--- config.mk ---
export PLATFORM = sky130hd
export DESIGN_NAME = pci_dma_window_xlat
export DESIGN_NICKNAME = d
export VERILOG_FILES = /design/src/rtl/pci_xlat_pkg.sv /design/src/rtl/pci_win_regs.sv /design/src/rtl/pci_win_match.sv /design/src/rtl/pci_xlat_select.sv /design/src/rtl/pci_dma_window_xlat.sv
export SDC_FILE = /design/constraint.sdc
export NUM_CORES = 1
export LEC_CHECK = 0
export ABC_AREA = 1
export BUFFER_PORTS_ARGS = -buffer_cell sky130_fd_sc_hd__buf_2
export CORE_MARGIN = 3
export CORE_UTILIZATION = 45
export CTS_CLUSTER_SIZE = 10
export DETAILED_ROUTE_END_ITERATION = 8
export SYNTH_ARGS = -nofsm -noshare
export SYNTH_HDL_FRONTEND = slang
export SYNTH_SLANG_ARGS = --single-unit
--- constraint.sdc ---
create_clock -name clk -period 5 [get_ports clk]
set_input_delay 1 -clock clk [delete_from_list [all_inputs] [get_ports clk]]
set_output_delay 1 -clock clk [all_outputs]
set_load 0.005 [all_outputs]
--- src/rtl/pci_xlat_pkg.sv ---
// Package: shared constants and the per-window configuration type.
// Assumes a 32-bit PCI address space and a 34-bit host physical space.
package pci_xlat_pkg;
    localparam int ADDR_W      = 32;   // PCI address width
    localparam int WIN_LSB     = 20;   // lowest base/mask bit (1 MB granularity)
    localparam int TB_LSB      = 8;    // lowest stored translated-base bit
    localparam int TB_SHIFT    = 2;    // translated base is PA >> (TB_SHIFT)
    localparam int PA_W        = ADDR_W + TB_SHIFT;
    localparam int PAGE_LOG2   = 13;   // 8 KB pages
    localparam int PTE_LOG2    = 3;    // 64-bit entries
    localparam int TBL_ALIGN   = 15;   // 32 KB table alignment
    localparam int REG_AW      = 12;
    localparam int STRIDE_LOG2 = 8;    // 0x100 per window
    localparam int WF_W        = ADDR_W - WIN_LSB;
    localparam int TB_W        = ADDR_W - TB_LSB;
    localparam logic [STRIDE_LOG2-1:0] OFF_BASE = 8'h00;
    localparam logic [STRIDE_LOG2-1:0] OFF_MASK = 8'h40;
    localparam logic [STRIDE_LOG2-1:0] OFF_TB   = 8'h80;

    typedef struct packed {
        logic            en;
        logic            sg;
        logic [WF_W-1:0] base;
        logic [WF_W-1:0] mask;
        logic [TB_W-1:0] tb;
    } win_cfg_t;
endpackage

--- src/rtl/pci_win_regs.sv ---
// Register file for N_WIN windows. Each window's block sits at a 0x100 stride.
// Reads are registered and return 0 when no read is requested.
// Assumes at most one of reg_wr / reg_rd is used per cycle by software.
module pci_win_regs
    import pci_xlat_pkg::*;
#(
    parameter int N_WIN = 4
) (
    input  logic                clk,
    input  logic                rst_n,
    input  logic                reg_wr,
    input  logic                reg_rd,
    input  logic [REG_AW-1:0]   reg_addr,
    input  logic [ADDR_W-1:0]   reg_wdata,
    output logic [ADDR_W-1:0]   reg_rdata,
    output win_cfg_t            cfg [N_WIN]
);
    localparam int IDX_W = (N_WIN > 1) ? $clog2(N_WIN) : 1;

    logic [IDX_W-1:0]       sel_win;
    logic                   addr_ok;
    logic [STRIDE_LOG2-1:0] sel_off;
    logic [ADDR_W-1:0]      rd_mux;
    logic                   unused_wdata_bits;

    assign sel_win = reg_addr[STRIDE_LOG2 +: IDX_W];
    assign sel_off = reg_addr[STRIDE_LOG2-1:0];
    assign addr_ok = ((reg_addr >> (STRIDE_LOG2 + IDX_W)) == '0) &&
                     (32'(sel_win) < 32'(N_WIN));
    assign unused_wdata_bits = ^reg_wdata[TB_LSB-1:2];

    for (genvar w = 0; w < N_WIN; w++) begin : g_win
        // Per-window storage updated by writes that decode to this window.
        always_ff @(posedge clk) begin
            if (!rst_n) begin
                cfg[w] <= '0;
            end else if (reg_wr && addr_ok && (32'(sel_win) == w)) begin
                case (sel_off)
                    OFF_BASE: begin
                        cfg[w].en   <= reg_wdata[0];
                        cfg[w].sg   <= reg_wdata[1];
                        cfg[w].base <= reg_wdata[ADDR_W-1:WIN_LSB];
                    end
                    OFF_MASK: cfg[w].mask <= reg_wdata[ADDR_W-1:WIN_LSB];
                    OFF_TB:   cfg[w].tb   <= reg_wdata[ADDR_W-1:TB_LSB];
                    default:  ;
                endcase
            end
        end
    end

    // Read multiplexer over the selected window and register.
    always_comb begin
        rd_mux = '0;
        for (int w = 0; w < N_WIN; w++) begin
            if (addr_ok && (32'(sel_win) == w)) begin
                case (sel_off)
                    OFF_BASE: rd_mux = {cfg[w].base, {(WIN_LSB-2){1'b0}}, cfg[w].sg, cfg[w].en};
                    OFF_MASK: rd_mux = {cfg[w].mask, {WIN_LSB{1'b0}}};
                    OFF_TB:   rd_mux = {cfg[w].tb, {TB_LSB{1'b0}}};
                    default:  rd_mux = '0;
                endcase
            end
        end
    end

    // Registered read data, zero when idle.
    always_ff @(posedge clk) begin
        if (!rst_n)      reg_rdata <= '0;
        else if (reg_rd) reg_rdata <= rd_mux;
        else             reg_rdata <= '0;
    end
endmodule

--- src/rtl/pci_win_match.sv ---
// One window's comparator and address former (purely combinational).
// Produces a hit flag, the mode, and either the direct physical address or
// the page-table entry address. Assumes the mask is a contiguous low run.
module pci_win_match
    import pci_xlat_pkg::*;
(
    input  win_cfg_t          cfg,
    input  logic [ADDR_W-1:0] addr,
    output logic              hit,
    output logic              is_sg,
    output logic [PA_W-1:0]   xaddr
);
    logic [ADDR_W-1:0] off_mask;
    logic [ADDR_W-1:0] offset;
    logic [PA_W-1:0]   base_pa;
    logic [PA_W-1:0]   direct_pa;
    logic [PA_W-1:0]   table_pa;
    logic [PA_W-1:0]   pte_pa;

    // Compare the fixed part of the address against the base.
    always_comb begin
        hit   = cfg.en &&
                ((addr[ADDR_W-1:WIN_LSB] & ~cfg.mask) == (cfg.base & ~cfg.mask));
        is_sg = cfg.sg;
    end

    // Form both candidate addresses and pick by mode.
    always_comb begin
        off_mask  = {cfg.mask, {WIN_LSB{1'b1}}};
        offset    = addr & off_mask;
        base_pa   = {cfg.tb, {(TB_LSB + TB_SHIFT){1'b0}}};
        direct_pa = (base_pa & ~PA_W'(off_mask)) | PA_W'(offset);
        table_pa  = {base_pa[PA_W-1:TBL_ALIGN], {TBL_ALIGN{1'b0}}};
        pte_pa    = table_pa + (PA_W'(offset >> PAGE_LOG2) << PTE_LOG2);
        xaddr     = cfg.sg ? pte_pa : direct_pa;
    end
endmodule

--- src/rtl/pci_xlat_select.sv ---
// Priority selector and output register: the lowest-numbered hitting window
// wins; with no hit a miss pulse is produced. Results appear one cycle later.
module pci_xlat_select
    import pci_xlat_pkg::*;
#(
    parameter int N_WIN = 4,
    parameter int IDX_W = 2
) (
    input  logic              clk,
    input  logic              rst_n,
    input  logic              req_valid,
    input  logic [N_WIN-1:0]  hit,
    input  logic [N_WIN-1:0]  is_sg,
    input  logic [PA_W-1:0]   xaddr [N_WIN],
    output logic              dm_valid,
    output logic              sg_valid,
    output logic              miss,
    output logic [PA_W-1:0]   out_addr,
    output logic [IDX_W-1:0]  out_win
);
    logic             any_hit;
    logic             pick_sg;
    logic [PA_W-1:0]  pick_addr;
    logic [IDX_W-1:0] pick_win;

    // Scan from the top so the lowest index overrides.
    always_comb begin
        any_hit   = 1'b0;
        pick_sg   = 1'b0;
        pick_addr = '0;
        pick_win  = '0;
        for (int w = N_WIN - 1; w >= 0; w--) begin
            if (hit[w]) begin
                any_hit   = 1'b1;
                pick_sg   = is_sg[w];
                pick_addr = xaddr[w];
                pick_win  = IDX_W'(w);
            end
        end
    end

    // Register the outcome of each request.
    always_ff @(posedge clk) begin
        if (!rst_n) begin
            dm_valid <= 1'b0;
            sg_valid <= 1'b0;
            miss     <= 1'b0;
            out_addr <= '0;
            out_win  <= '0;
        end else begin
            dm_valid <= req_valid && any_hit && !pick_sg;
            sg_valid <= req_valid && any_hit && pick_sg;
            miss     <= req_valid && !any_hit;
            if (req_valid) begin
                out_addr <= pick_addr;
                out_win  <= pick_win;
            end
        end
    end
endmodule

--- src/rtl/pci_dma_window_xlat.sv ---
// Top: four PCI DMA windows with per-window direct or scatter-gather mapping.
// Register port programs the windows; translation has one cycle of latency.
module pci_dma_window_xlat
    import pci_xlat_pkg::*;
#(
    parameter int N_WIN = 4,
    localparam int IDX_W = (N_WIN > 1) ? $clog2(N_WIN) : 1
) (
    input  logic              clk,
    input  logic              rst_n,
    input  logic              reg_wr,
    input  logic              reg_rd,
    input  logic [REG_AW-1:0] reg_addr,
    input  logic [ADDR_W-1:0] reg_wdata,
    output logic [ADDR_W-1:0] reg_rdata,
    input  logic              req_valid,
    input  logic [ADDR_W-1:0] req_addr,
    output logic              dm_valid,
    output logic              sg_valid,
    output logic              miss,
    output logic [PA_W-1:0]   out_addr,
    output logic [IDX_W-1:0]  out_win
);
    win_cfg_t         cfg   [N_WIN];
    logic [N_WIN-1:0] hit;
    logic [N_WIN-1:0] is_sg;
    logic [PA_W-1:0]  xaddr [N_WIN];

    pci_win_regs #(.N_WIN(N_WIN)) u_regs (
        .clk(clk), .rst_n(rst_n), .reg_wr(reg_wr), .reg_rd(reg_rd),
        .reg_addr(reg_addr), .reg_wdata(reg_wdata), .reg_rdata(reg_rdata),
        .cfg(cfg)
    );

    for (genvar w = 0; w < N_WIN; w++) begin : g_match
        pci_win_match u_match (
            .cfg(cfg[w]), .addr(req_addr),
            .hit(hit[w]), .is_sg(is_sg[w]), .xaddr(xaddr[w])
        );
    end

    pci_xlat_select #(.N_WIN(N_WIN), .IDX_W(IDX_W)) u_sel (
        .clk(clk), .rst_n(rst_n), .req_valid(req_valid),
        .hit(hit), .is_sg(is_sg), .xaddr(xaddr),
        .dm_valid(dm_valid), .sg_valid(sg_valid), .miss(miss),
        .out_addr(out_addr), .out_win(out_win)
    );
endmodule

==> results list <==
- Outcome: finished clean
- The clock passes through at most 3 buffers.
- Yosys mapped a number of flops with a built-in enable equal to 0.
* Largest area contributor in the netlist: sky130_fd_sc_hd__dfxtp_1
- The layout has 3782 filler cells.
- Yosys attributes the largest share of cell area to sky130_fd_sc_hd__dfxtp_1 32%, sky130_fd_sc_hd__nand2_1 13%, sky130_fd_sc_hd__o21ai_0 12%, sky130_fd_sc_hd__a21oi_1 8.1%, sky130_fd_sc_hd__inv_1 6.6%.
- Net switching is a little over a quarter of the power.
- Wire length of the first global-routing pass: 106 mm
- Power share of the sequential group: approximately 45%
* Transition time at the pin with the least slew margin: between 0.9 and 1 ns
- The number of clock buffers added by TritonCTS is 34.
- Routed via count: between 15000 and 20000
- Via/cell ratio: roughly 5.9
- The commonest cells after synthesis are 588 x sky130_fd_sc_hd__nand2_1, 405 x sky130_fd_sc_hd__o21ai_0, 291 x sky130_fd_sc_hd__inv_1.
- TritonCTS clock tree: yes
- Crit path launch: req_addr[21]
- Final count of negative-setup-slack endpoints: 0
- Async S/R FF share, synth: 0%
* Sequential Area: 5310 um2
- Cell area power density: 260 nW/um2
- The number of different library cells used by synthesis comes to 47.
- The critical path ends at u_sel.out_addr[30].
- Core Box Area: 35900 um2
* DRC violations left: 0
- The average instance in the mapped netlist occupies approximately 6.2 um2.
- Hold timing on the final database bottoms out at a slack of 0.447 ns.
- Detailed Route WL: between 70 and 80 mm
- Most repeated cell in the gate-level netlist after synthesis: sky130_fd_sc_hd__nand2_1
- 0 antenna diodes ended up in the layout.
- For the worst setup path, the data required time is ~5.5 ns.
- After synthesis, flip-flops and latches occupy between 30% and 40% of the total area.
- The worst path uses 66.6% of the clock period.
- In this run the critical register-to-register path is captured at u_sel.out_addr[29].
* Worst min path class: register to register
- The initial antenna violation count came to 0.
- Share of total power in combinational logic: ~6.5%
* Post-synthesis instance total: approximately 2700
- Clock tree synthesis found a total of 265 sinks.
* Insertion delay to the later sink of the worst-skew pair: around 0.56 ns
* Post-CTS setup buffers: 0
- The tree is rooted in a sky130_fd_sc_hd__clkbuf_16.
- Entering global routing, the biggest net connects between 100 and 150 pins.
* Global router's overall resource usage: a little over a third
- Area growth, synth to finish: 10.5%
- Startpoint of the worst hold path: u_regs.cfg[52]
* IR Drop Worst-Case VDD: roughly 0.22 mV
* Number of nets in the finished design: about 2800
- Critical Path End Type: register
* Cells resized by post-CTS repair: 0
- The analysis attributes to cell leakage a power of around 0.0075 uW.
- Routability Congestion: about 1
* Clock power frac: about half
* Floorplan row count: between 60 and 70
* Remaining global-route overflow: 0
* Max frequency: roughly 0.30 GHz
- Startpoint of the lowest-slack register-to-register path: u_regs.cfg[79]
* Slew Limit Fails: 0
- The first detailed-routing pass took 5 iterations.
- Detail Placement HPWL: between 50 and 60 mm
- Die boundary height: 198 um
* Data arrival time of the critical path: between 3 and 4 ns
- From left edge to right edge, the die measures about 200 um.
- Area of the die: roughly 39000 um2
- Cell-internal power: around 3500 uW
- Area occupied by multi-input gates: between 9000 and 10000 um2
- In this run, placement finished with an instance count of between 3000 and 4000.
- The clock tree synthesis step divided the H-tree into 2 levels.
- RSZ-0062 raised after global routing: false
- After detailed routing, the average wire length per cell comes to 23.2 um.
- Post-CTS Hold Buffers: 0
- The worst setup path is launched from an input pin.
- Largest fanout of any net on the critical path: 12
- Total count of hold-check failures in the final report: 0
- The detailed router finished its first iteration with 2149 violations.
- The Yosys step of the flow raised 0 warnings.
- Share of cells above drive strength 1: ~9.6%
* Via count of the first global-routing pass: 16300
- Initial core utilization: between 40 and 50%
* Share of the synthesized area in the top cell type: 32.1%
* Number of cells on the worst reg-to-reg path: 17
- Among all flip-flop cells after synthesis, the most frequent one is sky130_fd_sc_hd__dfxtp_1.
- The smallest clock period supported by the final layout is computed as roughly 3.3 ns.
- After synthesis the netlist holds a flip-flop and latch count of 265.
* Netlist area before placement: between 15000 and 20000 um2
- Switching power: around 1200 uW
- During placement, the flow inserted port buffers numbering roughly 140.
* Max-cap violations: 0
- between 150 and 200 I/O pins were placed.
* Kind of critical path: input pin to register
* Setup TNS: 0 ns
- In this run the remaining antenna-violating nets after routing total 0.
- Worst-case register-to-register setup slack: about 2.0 ns
* Clock transition at path regs: around 0.050 ns
* Clock Skews: around 0.027 ns
* Slew headroom: 34.5%
* Number of cells in the finished layout apart from fillers: roughly 3200
-- metrics by stage --
stage / total power (uW) / worst slack [ns] / instance area [um2] / util (%)
finish: 4750 / 1.67 / 18300 / 50.9
global route: 4870 / 1.53 / 18300 / 50.9
CTS: 4750 / 1.76 / 18300 / 50.9
detailed placement: 2460 / 1.18 / 17300 / 48.2
global placement: 2460 / 1.22 / 17300 / 48.2
floorplan: 2320 / 1.96 / 16600 / -
-- power by group through the flow --
| stage | Combinational, uW | Clock, uW | Sequential [uW] |
|---|---|---|---|
| after floorplan | 163 | 0 | 2160 |
| after global placement | 299 | 0 | 2160 |
| after detailed placement | 301 | 0 | 2160 |
| after CTS | 302 | 2340 | 2120 |
| after global routing | 329 | 2420 | 2110 |
| final | 311 | 2320 | 2120 |
-- sequential cells by signal (all words and copies together), names as in the netlist --
register,flops
u_regs.reg_rdata,26
u_sel.out_addr,34
u_sel.dm_valid,1
u_regs.cfg,200
u_sel.sg_valid,1
u_sel.out_win,2
u_sel.miss,1
-- cells in the final DEF (no fill, tap or decap), types with 2 or more instances in the layout --
| cell | instances |
|---|---|
| sky130_fd_sc_hd__a21boi_0 | 2 |
| sky130_fd_sc_hd__a21oi_1 | 269 |
| sky130_fd_sc_hd__a22oi_1 | 2 |
| sky130_fd_sc_hd__a31oi_1 | 12 |
| sky130_fd_sc_hd__a41oi_1 | 12 |
| sky130_fd_sc_hd__buf_2 | 138 |
| sky130_fd_sc_hd__buf_4 | 30 |
| sky130_fd_sc_hd__clkbuf_1 | 7 |
| sky130_fd_sc_hd__clkbuf_16 | 35 |
| sky130_fd_sc_hd__clkbuf_8 | 3 |
| sky130_fd_sc_hd__clkinv_1 | 2 |
| sky130_fd_sc_hd__clkinv_2 | 4 |
| sky130_fd_sc_hd__conb_1 | 6 |
| sky130_fd_sc_hd__dfxtp_1 | 265 |
| sky130_fd_sc_hd__fa_1 | 4 |
| sky130_fd_sc_hd__ha_1 | 28 |
| sky130_fd_sc_hd__inv_1 | 291 |
| sky130_fd_sc_hd__inv_2 | 21 |
| sky130_fd_sc_hd__mux2i_1 | 4 |
| sky130_fd_sc_hd__nand2_1 | 588 |
| sky130_fd_sc_hd__nand2_2 | 3 |
| sky130_fd_sc_hd__nand3_1 | 163 |
| sky130_fd_sc_hd__nand3b_1 | 3 |
| sky130_fd_sc_hd__nand4_1 | 28 |
| sky130_fd_sc_hd__nor2_1 | 206 |
| sky130_fd_sc_hd__nor2_2 | 10 |
| sky130_fd_sc_hd__nor2_4 | 3 |
| sky130_fd_sc_hd__nor2_8 | 2 |
| sky130_fd_sc_hd__nor3_1 | 14 |
| sky130_fd_sc_hd__nor4_1 | 2 |
| sky130_fd_sc_hd__o211ai_1 | 33 |
| sky130_fd_sc_hd__o21a_1 | 5 |
| sky130_fd_sc_hd__o21ai_0 | 405 |
| sky130_fd_sc_hd__o21ai_1 | 19 |
| sky130_fd_sc_hd__o221ai_1 | 11 |
| sky130_fd_sc_hd__o22ai_1 | 38 |
| sky130_fd_sc_hd__or2_2 | 6 |
| sky130_fd_sc_hd__xnor2_1 | 5 |
| sky130_fd_sc_hd__xor2_1 | 15 |
-- final cells by class --
| type | count | area share (%) |
|---|---|---|
| Inverter | 315 | 6.48 |
| Timing Repair Buffer | 169 | 5.12 |
| Multi-Input combinational cell | 1906 | 50.8 |
| Sequential cell | 265 | 29.0 |
| Clock buffer | 45 | 5.16 |
| Clock inverter | 6 | 0.267 |
| Tap cell | 461 | 3.15 |
-- layer usage --
| metal | global-route usage (%) | vias to the layer above | routed length, um |
|---|---|---|---|
| met4 | 16.3 | 0 | 3770 |
| met2 | 56.2 | 980 | 32200 |
| met1 | 50.7 | 8533 | 30700 |
| met3 | 5.67 | 182 | 6830 |
| met5 | 0 | - | 0 |
| li1 | - | 8852 | - |
-- how the worst min path moves through the flow --
stage	end	slack [ns]	depth (start not counted)
after floorplan	u_regs.cfg[52]	0.42	2
final	u_regs.cfg[52]	0.45	2
after CTS	u_regs.cfg[54]	0.44	2
after global routing	u_regs.cfg[53]	0.46	2
after detailed placement	u_regs.cfg[54]	0.43	2
after global placement	u_regs.cfg[53]	0.43	2
-- cells by family after synthesis --
group / after synthesis / share of synthesized area (%)
xor gates and xnor gates: 20 / 1.06
AOI/OAI and AO/OA: 814 / 26.3
adders and majority gates: 32 / 2.60
muxes: 4 / 0.242
buffers and inverters: 484 / 11.9
other: 1 / 0.0227
DFF: 265 / 32.1
and+or+nand+nor: 1030 / 25.9
-- worst max-delay path: stages --
cell and delay (ns):
sky130_fd_sc_hd__buf_2 0.44, sky130_fd_sc_hd__inv_1 0.33, sky130_fd_sc_hd__nand3_1 0.16, sky130_fd_sc_hd__nand2_1 0.06, sky130_fd_sc_hd__nor2_1 0.15, sky130_fd_sc_hd__nand4_1 0.51
sky130_fd_sc_hd__nor2_2 0.65, sky130_fd_sc_hd__nand2_1 0.10, sky130_fd_sc_hd__nand2_1 0.11, sky130_fd_sc_hd__nand2_1 0.06, sky130_fd_sc_hd__nand4_1 0.10, sky130_fd_sc_hd__nand2_1 0.05
sky130_fd_sc_hd__inv_1 0.06
No activity file was read; power rests on OpenSTA's default activity.
